$ cat src/rtl/ep_in_pkg.sv
package ep_in_pkg;
   typedef enum logic {ST_IDLE, ST_SEND} drain_st_t;
   localparam int B_SVC   = 0;
   localparam int B_SENT  = 1;
   localparam int B_FLUSH = 2;
   localparam int B_UNDER = 3;
   localparam int B_SHORT = 7;
endpackage

$ cat src/rtl/ep_fill.sv
module ep_fill #(
   parameter int PKT_BYTES = 256,
   parameter int CNT_W     = 9,
   parameter int AW        = 8
) (
   input  logic             clk,
   input  logic             rst_n,
   input  logic             flush,
   input  logic             wr_valid,
   input  logic             short_req,
   input  logic             rel,
   input  logic             rel_sel,
   output logic             we,
   output logic             wsel,
   output logic [AW-1:0]    waddr,
   output logic [1:0]       cm,
   output logic [CNT_W-1:0] len0,
   output logic [CNT_W-1:0] len1,
   output logic             commit,
   output logic             commit_sel
);
   logic [1:0]       cm_q;
   logic             sel_q;
   logic [CNT_W-1:0] cnt_q;
   logic [CNT_W-1:0] len_q [2];
   logic [CNT_W-1:0] cnt_n;
   logic             accept, full;

   assign accept     = wr_valid && !cm_q[sel_q];
   assign cnt_n      = cnt_q + CNT_W'(accept);
   assign full       = accept && (cnt_q == CNT_W'(PKT_BYTES - 1));
   assign commit     = !cm_q[sel_q] && (full || short_req);
   assign commit_sel = sel_q;
   assign we         = accept;
   assign wsel       = sel_q;
   assign waddr      = cnt_q[AW-1:0];
   assign cm         = cm_q;
   assign len0       = len_q[0];
   assign len1       = len_q[1];

   always_ff @(posedge clk) begin
      if (!rst_n || flush) begin
         cm_q  <= '0;
         sel_q <= 1'b0;
         cnt_q <= '0;
         for (int i = 0; i < 2; i++) len_q[i] <= '0;
      end else begin
         if (rel) cm_q[rel_sel] <= 1'b0;
         if (commit) begin
            cm_q[sel_q]  <= 1'b1;
            len_q[sel_q] <= cnt_n;
            sel_q        <= ~sel_q;
            cnt_q        <= '0;
         end else begin
            cnt_q <= cnt_n;
         end
      end
   end
endmodule

$ cat src/rtl/ep_bufmem.sv
module ep_bufmem #(
   parameter int PKT_BYTES = 256,
   parameter int DATA_W    = 8,
   parameter int AW        = 8
) (
   input  logic              clk,
   input  logic              we,
   input  logic              wsel,
   input  logic [AW-1:0]     waddr,
   input  logic [DATA_W-1:0] wdata,
   input  logic              rsel,
   input  logic [AW-1:0]     raddr,
   output logic [DATA_W-1:0] rdata
);
   logic [DATA_W-1:0] bank_rd [2];

   for (genvar b = 0; b < 2; b++) begin : g_bank
      logic [DATA_W-1:0] mem [PKT_BYTES];
      always_ff @(posedge clk) begin
         if (we && (wsel == 1'(b))) mem[waddr] <= wdata;
      end
      assign bank_rd[b] = mem[raddr];
   end

   assign rdata = bank_rd[rsel];
endmodule

$ cat src/rtl/ep_drain.sv
module ep_drain
   import ep_in_pkg::*;
#(
   parameter int CNT_W = 9,
   parameter int AW    = 8
) (
   input  logic             clk,
   input  logic             rst_n,
   input  logic             flush,
   input  logic             tok_in,
   input  logic [1:0]       cm,
   input  logic [CNT_W-1:0] len0,
   input  logic [CNT_W-1:0] len1,
   input  logic             sent_flag,
   input  logic             tx_ready,
   output logic             rd_sel,
   output logic [AW-1:0]    raddr,
   output logic             tx_valid,
   output logic             tx_last,
   output logic             tx_nak,
   output logic             tx_zlp,
   output logic             done,
   output logic             underrun
);
   drain_st_t        st_q;
   logic             sel_q;
   logic [CNT_W-1:0] idx_q;
   logic [CNT_W-1:0] cur_len;
   logic             avail, idle_tok;

   assign cur_len  = sel_q ? len1 : len0;
   assign avail    = cm[sel_q];
   assign idle_tok = (st_q == ST_IDLE) && tok_in;
   assign tx_zlp   = idle_tok && avail && (cur_len == '0);
   assign tx_nak   = idle_tok && !avail && sent_flag;
   assign underrun = idle_tok && !avail && !sent_flag;
   assign tx_valid = (st_q == ST_SEND);
   assign tx_last  = tx_valid && (idx_q == cur_len - CNT_W'(1));
   assign done     = tx_zlp || (tx_valid && tx_ready && tx_last);
   assign rd_sel   = sel_q;
   assign raddr    = idx_q[AW-1:0];

   always_ff @(posedge clk) begin
      if (!rst_n || flush) begin
         st_q  <= ST_IDLE;
         sel_q <= 1'b0;
         idx_q <= '0;
      end else begin
         case (st_q)
            ST_IDLE: begin
               if (tx_zlp) begin
                  sel_q <= ~sel_q;
               end else if (idle_tok && avail) begin
                  st_q  <= ST_SEND;
                  idx_q <= '0;
               end
            end
            default: begin
               if (tx_ready) begin
                  if (tx_last) begin
                     st_q  <= ST_IDLE;
                     sel_q <= ~sel_q;
                     idx_q <= '0;
                  end else begin
                     idx_q <= idx_q + CNT_W'(1);
                  end
               end
            end
         endcase
      end
   end
endmodule

$ cat src/rtl/dbuf_in_ep.sv
module dbuf_in_ep
   import ep_in_pkg::*;
#(
   parameter int PKT_BYTES = 256,
   parameter int DATA_W    = 8
) (
   input  logic              clk,
   input  logic              rst_n,
   input  logic              wr_valid,
   input  logic [DATA_W-1:0] wr_data,
   input  logic              reg_wr,
   input  logic [7:0]        reg_wdata,
   output logic [7:0]        reg_rdata,
   input  logic              cfg_event,
   input  logic              tx_ien,
   input  logic              tok_in,
   output logic              tx_nak,
   output logic              tx_zlp,
   output logic              tx_valid,
   output logic [DATA_W-1:0] tx_data,
   output logic              tx_last,
   input  logic              tx_ready,
   output logic              irq
);
   localparam int CNT_W = $clog2(PKT_BYTES + 1);
   localparam int AW    = (PKT_BYTES > 1) ? $clog2(PKT_BYTES) : 1;

   if (PKT_BYTES < 2) begin : g_bad_pkt
      $error("PKT_BYTES must be at least 2");
   end
   if (DATA_W < 1) begin : g_bad_dw
      $error("DATA_W must be positive");
   end

   logic             flush_w, short_w, done_w, under_w;
   logic             we, wsel, commit, commit_sel, rd_sel;
   logic [AW-1:0]    waddr, raddr;
   logic [1:0]       cm;
   logic [CNT_W-1:0] len0, len1;
   logic             sent_q, under_q, short_q, short_buf_q;

   assign flush_w = cfg_event || (reg_wr && reg_wdata[B_FLUSH]);
   assign short_w = reg_wr && reg_wdata[B_SHORT] && !flush_w;

   ep_fill #(.PKT_BYTES(PKT_BYTES), .CNT_W(CNT_W), .AW(AW)) u_fill (
      .clk(clk), .rst_n(rst_n), .flush(flush_w), .wr_valid(wr_valid),
      .short_req(short_w), .rel(done_w), .rel_sel(rd_sel),
      .we(we), .wsel(wsel), .waddr(waddr), .cm(cm), .len0(len0), .len1(len1),
      .commit(commit), .commit_sel(commit_sel)
   );

   ep_bufmem #(.PKT_BYTES(PKT_BYTES), .DATA_W(DATA_W), .AW(AW)) u_mem (
      .clk(clk), .we(we), .wsel(wsel), .waddr(waddr), .wdata(wr_data),
      .rsel(rd_sel), .raddr(raddr), .rdata(tx_data)
   );

   ep_drain #(.CNT_W(CNT_W), .AW(AW)) u_drain (
      .clk(clk), .rst_n(rst_n), .flush(flush_w), .tok_in(tok_in), .cm(cm),
      .len0(len0), .len1(len1), .sent_flag(sent_q), .tx_ready(tx_ready),
      .rd_sel(rd_sel), .raddr(raddr), .tx_valid(tx_valid), .tx_last(tx_last),
      .tx_nak(tx_nak), .tx_zlp(tx_zlp), .done(done_w), .underrun(under_w)
   );

   always_ff @(posedge clk) begin
      if (!rst_n) begin
         sent_q      <= 1'b0;
         under_q     <= 1'b0;
         short_q     <= 1'b0;
         short_buf_q <= 1'b0;
      end else begin
         if (done_w)                              sent_q <= 1'b1;
         else if (reg_wr && reg_wdata[B_SENT])    sent_q <= 1'b0;
         if (under_w)                             under_q <= 1'b1;
         else if (reg_wr && reg_wdata[B_UNDER])   under_q <= 1'b0;
         if (flush_w) begin
            short_q <= 1'b0;
         end else if (commit && short_w) begin
            short_q     <= 1'b1;
            short_buf_q <= commit_sel;
         end else if (done_w && (rd_sel == short_buf_q)) begin
            short_q <= 1'b0;
         end
      end
   end

   always_comb begin
      reg_rdata          = '0;
      reg_rdata[B_SVC]   = !(cm[0] && cm[1]);
      reg_rdata[B_SENT]  = sent_q;
      reg_rdata[B_UNDER] = under_q;
      reg_rdata[B_SHORT] = short_q;
   end

   assign irq = (sent_q && tx_ien) || under_q;
endmodule

$ cat config.mk
export PLATFORM = sky130hd
export DESIGN_NAME = dbuf_in_ep
export DESIGN_NICKNAME = d
export VERILOG_FILES = /design/src/rtl/ep_in_pkg.sv /design/src/rtl/ep_fill.sv /design/src/rtl/ep_bufmem.sv /design/src/rtl/ep_drain.sv /design/src/rtl/dbuf_in_ep.sv
export SDC_FILE = /design/constraint.sdc
export NUM_CORES = 2
export LEC_CHECK = 0
export ABC_CLOCK_PERIOD_IN_PS = 5300
export BUFFER_PORTS_ARGS = -buffer_cell sky130_fd_sc_hd__buf_4
export CAP_MARGIN = 40
export CORE_ASPECT_RATIO = 0.8
export CORE_MARGIN = 2
export CORE_UTILIZATION = 30
export CTS_CLUSTER_DIAMETER = 30
export CTS_CLUSTER_SIZE = 12
export DETAILED_ROUTE_END_ITERATION = 16
export SLEW_MARGIN = 15
export SYNTH_ARGS = -nofsm -noshare
export SYNTH_HDL_FRONTEND = slang
export SYNTH_MEMORY_MAX_BITS = 65536
export SYNTH_SLANG_ARGS = --single-unit
$ cat constraint.sdc
create_clock -name clk -period 5.3 [get_ports clk]
set_input_delay 0.265 -clock clk [delete_from_list [all_inputs] [get_ports clk]]
set_output_delay 0.265 -clock clk [all_outputs]
set_load 0.005 [all_outputs]
==> qor.csv <==
metric;value;unit
status;finished with violations;
failed_checks;setup timing;
postLayoutSetupSlackWorst;-0.136;ns
grt_start_max_net_pins;183;
grt_antenna_before_repair;25;
finish.net_count;8824;
syn2layout_area_growth;18.7;%
irDropWorstVdd;366;uV
dr.pass1.iters;9;
die-width;830;um
post_synth_fa_ha_maj_area_fraction;0.000306;
synth_seq_area_share;0.759;
drv_cap;0;
ys_async_sr_fraction;0;
avgRoutedWirePerCell;26.5;um
remaining_design_rule_violation_count;0;
viasPerCell;5.24;
power.internal;59.7;mW
ff2ff_path_depth;5;
final_clock_skew;0.0792;ns
net_sw_power;15.8;mW
numCtsBuffers;582;
via_count_of_the_first_global_routing_pass;85500;
yosys.area_share.xor_xnor;0.00150;
ctsLongestPathBuffers;4;
dp_hpwl;261;mm
relSlewSlack;0.258;
layout.core_utilization;0.358;
type_of_destination_of_the_critical_path;output port;
dominant_combinational_cell_family_by_area_after_synthesis;multiplexers;
yosys_warnings;0;
root_buffer;clkbuf_16;
dpl_cell_area;173000;sq um
placement_rows;242;
io-pin-count;45;
dr_total_vias;86200;
number_of_instances_on_the_worst_hold_path;4;
timing.final.max_slew_violations;0;
post_synth_num_cell_types;77;
die_ar;552000;sq um
power-per-cell-area;389;nW/um^2
timing.setup.critical_path_class;flip-flop to output port;
ys_seq_elements;4149;
power.share.sequential;0.478;
critical_path_arrival;5.17;ns
finalHoldViolations;0;
first_pass_grt_wire_length;613;mm
synthCells;8281;
clk_pwr_share;0.511;
numClockSinks;4149;
critical_path_required;5.04;ns
timing.final.setup_violations;6;
most-common-layout-cells;edfxtp_1, mux2i_1, mux4_2, nor2_1, clkbuf_16;
synthesis.area;164000;sq um
hp-class;input pin to flip-flop;
share_comb_of_total_power;0.011;
muxShareOfSynthArea;0.141;
cts.reportedPaths.clkPinSlew;0.05;ns
timing.final.crit_share;1.03;
worstSkewPairLatency;1.06;ns
detailedRoute.firstIterationViolations;11000;
synthSimpleGateAreaFrac;0.0297;
count_of_input_and_output_buffers;36;
gp_congestion;0.900;
ant_nets;0;
startpoint_of_the_lowest_slack_hold_path;reg_wdata[1];
synth-compound-area-share;0.0451;
critPathMaxFanout;15;
initial_utilization;0.301;
post-route-min-period;5.44;ns
wirelength;436;mm
synth_flop_cell;edfxtp_1;
synth-edff-count;4114;
fin_area;194000;sq um
fmax;184;MHz
post_route_cells_drive_above_1_share;0.232;
layout_commonest_cell;edfxtp_1;
htreeDepth;6;
die-height;665;um
fp.coreArea;544000;sq um
tritoncts_clock_tree;built;
grt_util_all_layers;0.150;
post_synth.cell_area_avg;19.8;sq um
final.fill_count;49300;
worstReg2RegStart;u_fill.cnt_q[1];
switching_share;0.210;
startpoint_type;flip-flop;
timing_worst_slew_pin_value;1.11;ns
dpl_worst_slack;0.645;ns
leakage;57.0;nW
globalRoute.totalOverflow;0;
==> power by group through the flow <==
stage	clock, mW	combinational [mW]	sequential [mW]
6_report	38.6	0.839	36.1
5_1_grt	40.6	0.896	36.1
4_1_cts	39.1	0.837	36.1
3_5_place_dp	0	0.821	36.8
3_3_place_gp	0	0.768	36.8
2_1_floorplan	0	0.110	36.8
==> synthesized netlist by cell type (22+ instances only) <==
| cell | n | share of area |
|---|---|---|
| edfxtp_1 | 4114 | 0.75 |
| mux2i_1 | 820 | 0.050 |
| mux4_2 | 625 | 0.086 |
| nor2_1 | 617 | 0.014 |
| o221ai_1 | 321 | 0.017 |
| clkbuf_1 | 236 | 0.0054 |
| a21oi_1 | 197 | 0.0060 |
| o22ai_1 | 176 | 0.0067 |
| o21ai_0 | 127 | 0.0039 |
| buf_2 | 107 | 0.0033 |
| nand2_1 | 75 | 0.0017 |
| buf_6 | 65 | 0.0045 |
| nor3_1 | 63 | 0.0019 |
| nand3_1 | 61 | 0.0019 |
| nand4_1 | 59 | 0.0023 |
| buf_12 | 50 | 0.0061 |
| a211oi_1 | 49 | 0.0022 |
| o221ai_2 | 39 | 0.0036 |
| dfxtp_1 | 35 | 0.0043 |
| buf_4 | 34 | 0.0016 |
| a22oi_1 | 32 | 0.0015 |
| mux4_1 | 30 | 0.0048 |
| nor4_1 | 30 | 0.0011 |
| o21ai_1 | 27 | 0.00083 |
| nor2b_1 | 24 | 0.00092 |
| and2_1 | 23 | 0.00088 |
| buf_8 | 22 | 0.0020 |
==> kinds of logic (layout without fill, tap and decap cells) <==
kind of cell | after synthesis | after routing
adder cells (fa/ha/maj) | 4 | 4
AND/OR/NAND/NOR | 1047 | 1049
AO/OA/AOI/OAI | 1031 | 1031
XOR/XNOR | 28 | 28
buffers and inverters | 541 | 1517
multiplexers | 1480 | 1480
flip-flops | 4149 | 4149
other | 1 | 6
==> flip-flops by register name, summed over array words and instances, names as in the netlist, 2 cells and up, named ones only <==
name / flops
u_fill.cm: 2
u_fill.cnt_q: 9
u_fill.len_q: 18
u_mem.g_bank.mem: 4096
u_drain.idx_q: 9
==> path summary, 6_finish.rpt <==
| kind | to | slack, ns |
|---|---|---|
| setup / recovery | tx_data[3] | -0.14 |
| hold / removal | sent_q | 0.15 |
| hold reg to reg | short_buf_q | 0.53 |
| setup reg to reg | u_mem.g_bank[1].mem[174][4] | 1.67 |
==> area by class of cell <==
class                   instances  area, sq um  share of cell area
flip-flops and latches       4149       124000               0.639
multi-input cells            3596        36200               0.186
clock buffers                 645        14900              0.0765
well taps                    7198         9010              0.0463
repair buffers                459         5270              0.0271
clock inverters               405         4750              0.0244
inverters                       8         37.5            0.000193
diodes                          2         5.00           0.0000257
==> worst max-delay path, cell delays in order (launching register included) <==
cell	delay [ns]
dfxtp_4	0.51
buf_16	0.24
buf_16	0.25
buf_4	0.17
clkbuf_16	0.19
mux2i_1	0.09
o221ai_1	0.32
o22ai_1	0.22
a22oi_1	0.22
nand4_1	0.65
nand4_1	0.55
and4b_2	0.45
buf_4	0.17
==> layer usage <==
metal / part of all wire / global-route usage
met1: 0.41 / 0.210
met2: 0.45 / 0.229
met3: 0.10 / 0.0378
met4: 0.029 / 0.0463
met5: 0.0012 / 0.00606
==> repair_timing <==
item | CTS | global route
hold buffers | 22 | 0
setup endpoints to repair | 8 | 8
gates resized for setup | 81 | 49
gates cloned | 11 | 10
hold endpoints to repair | 774 | 0
pin swaps | 26 | 22
setup buffers | 15 | 6
==> through the flow <==
step,std cells,power [mW],TNS [ns],hold slack (ns)
2_1_floorplan,8284,36.9,0,0.364
4_1_cts,16400,76.0,0,0.0701
3_5_place_dp,15300,37.6,0,0.489
5_1_grt,16500,77.5,-0.0209,0.135
6_report,16500,75.6,-0.365,0.146
3_3_place_gp,15300,37.5,0,0.484
(Power assumes the default switching activity.)
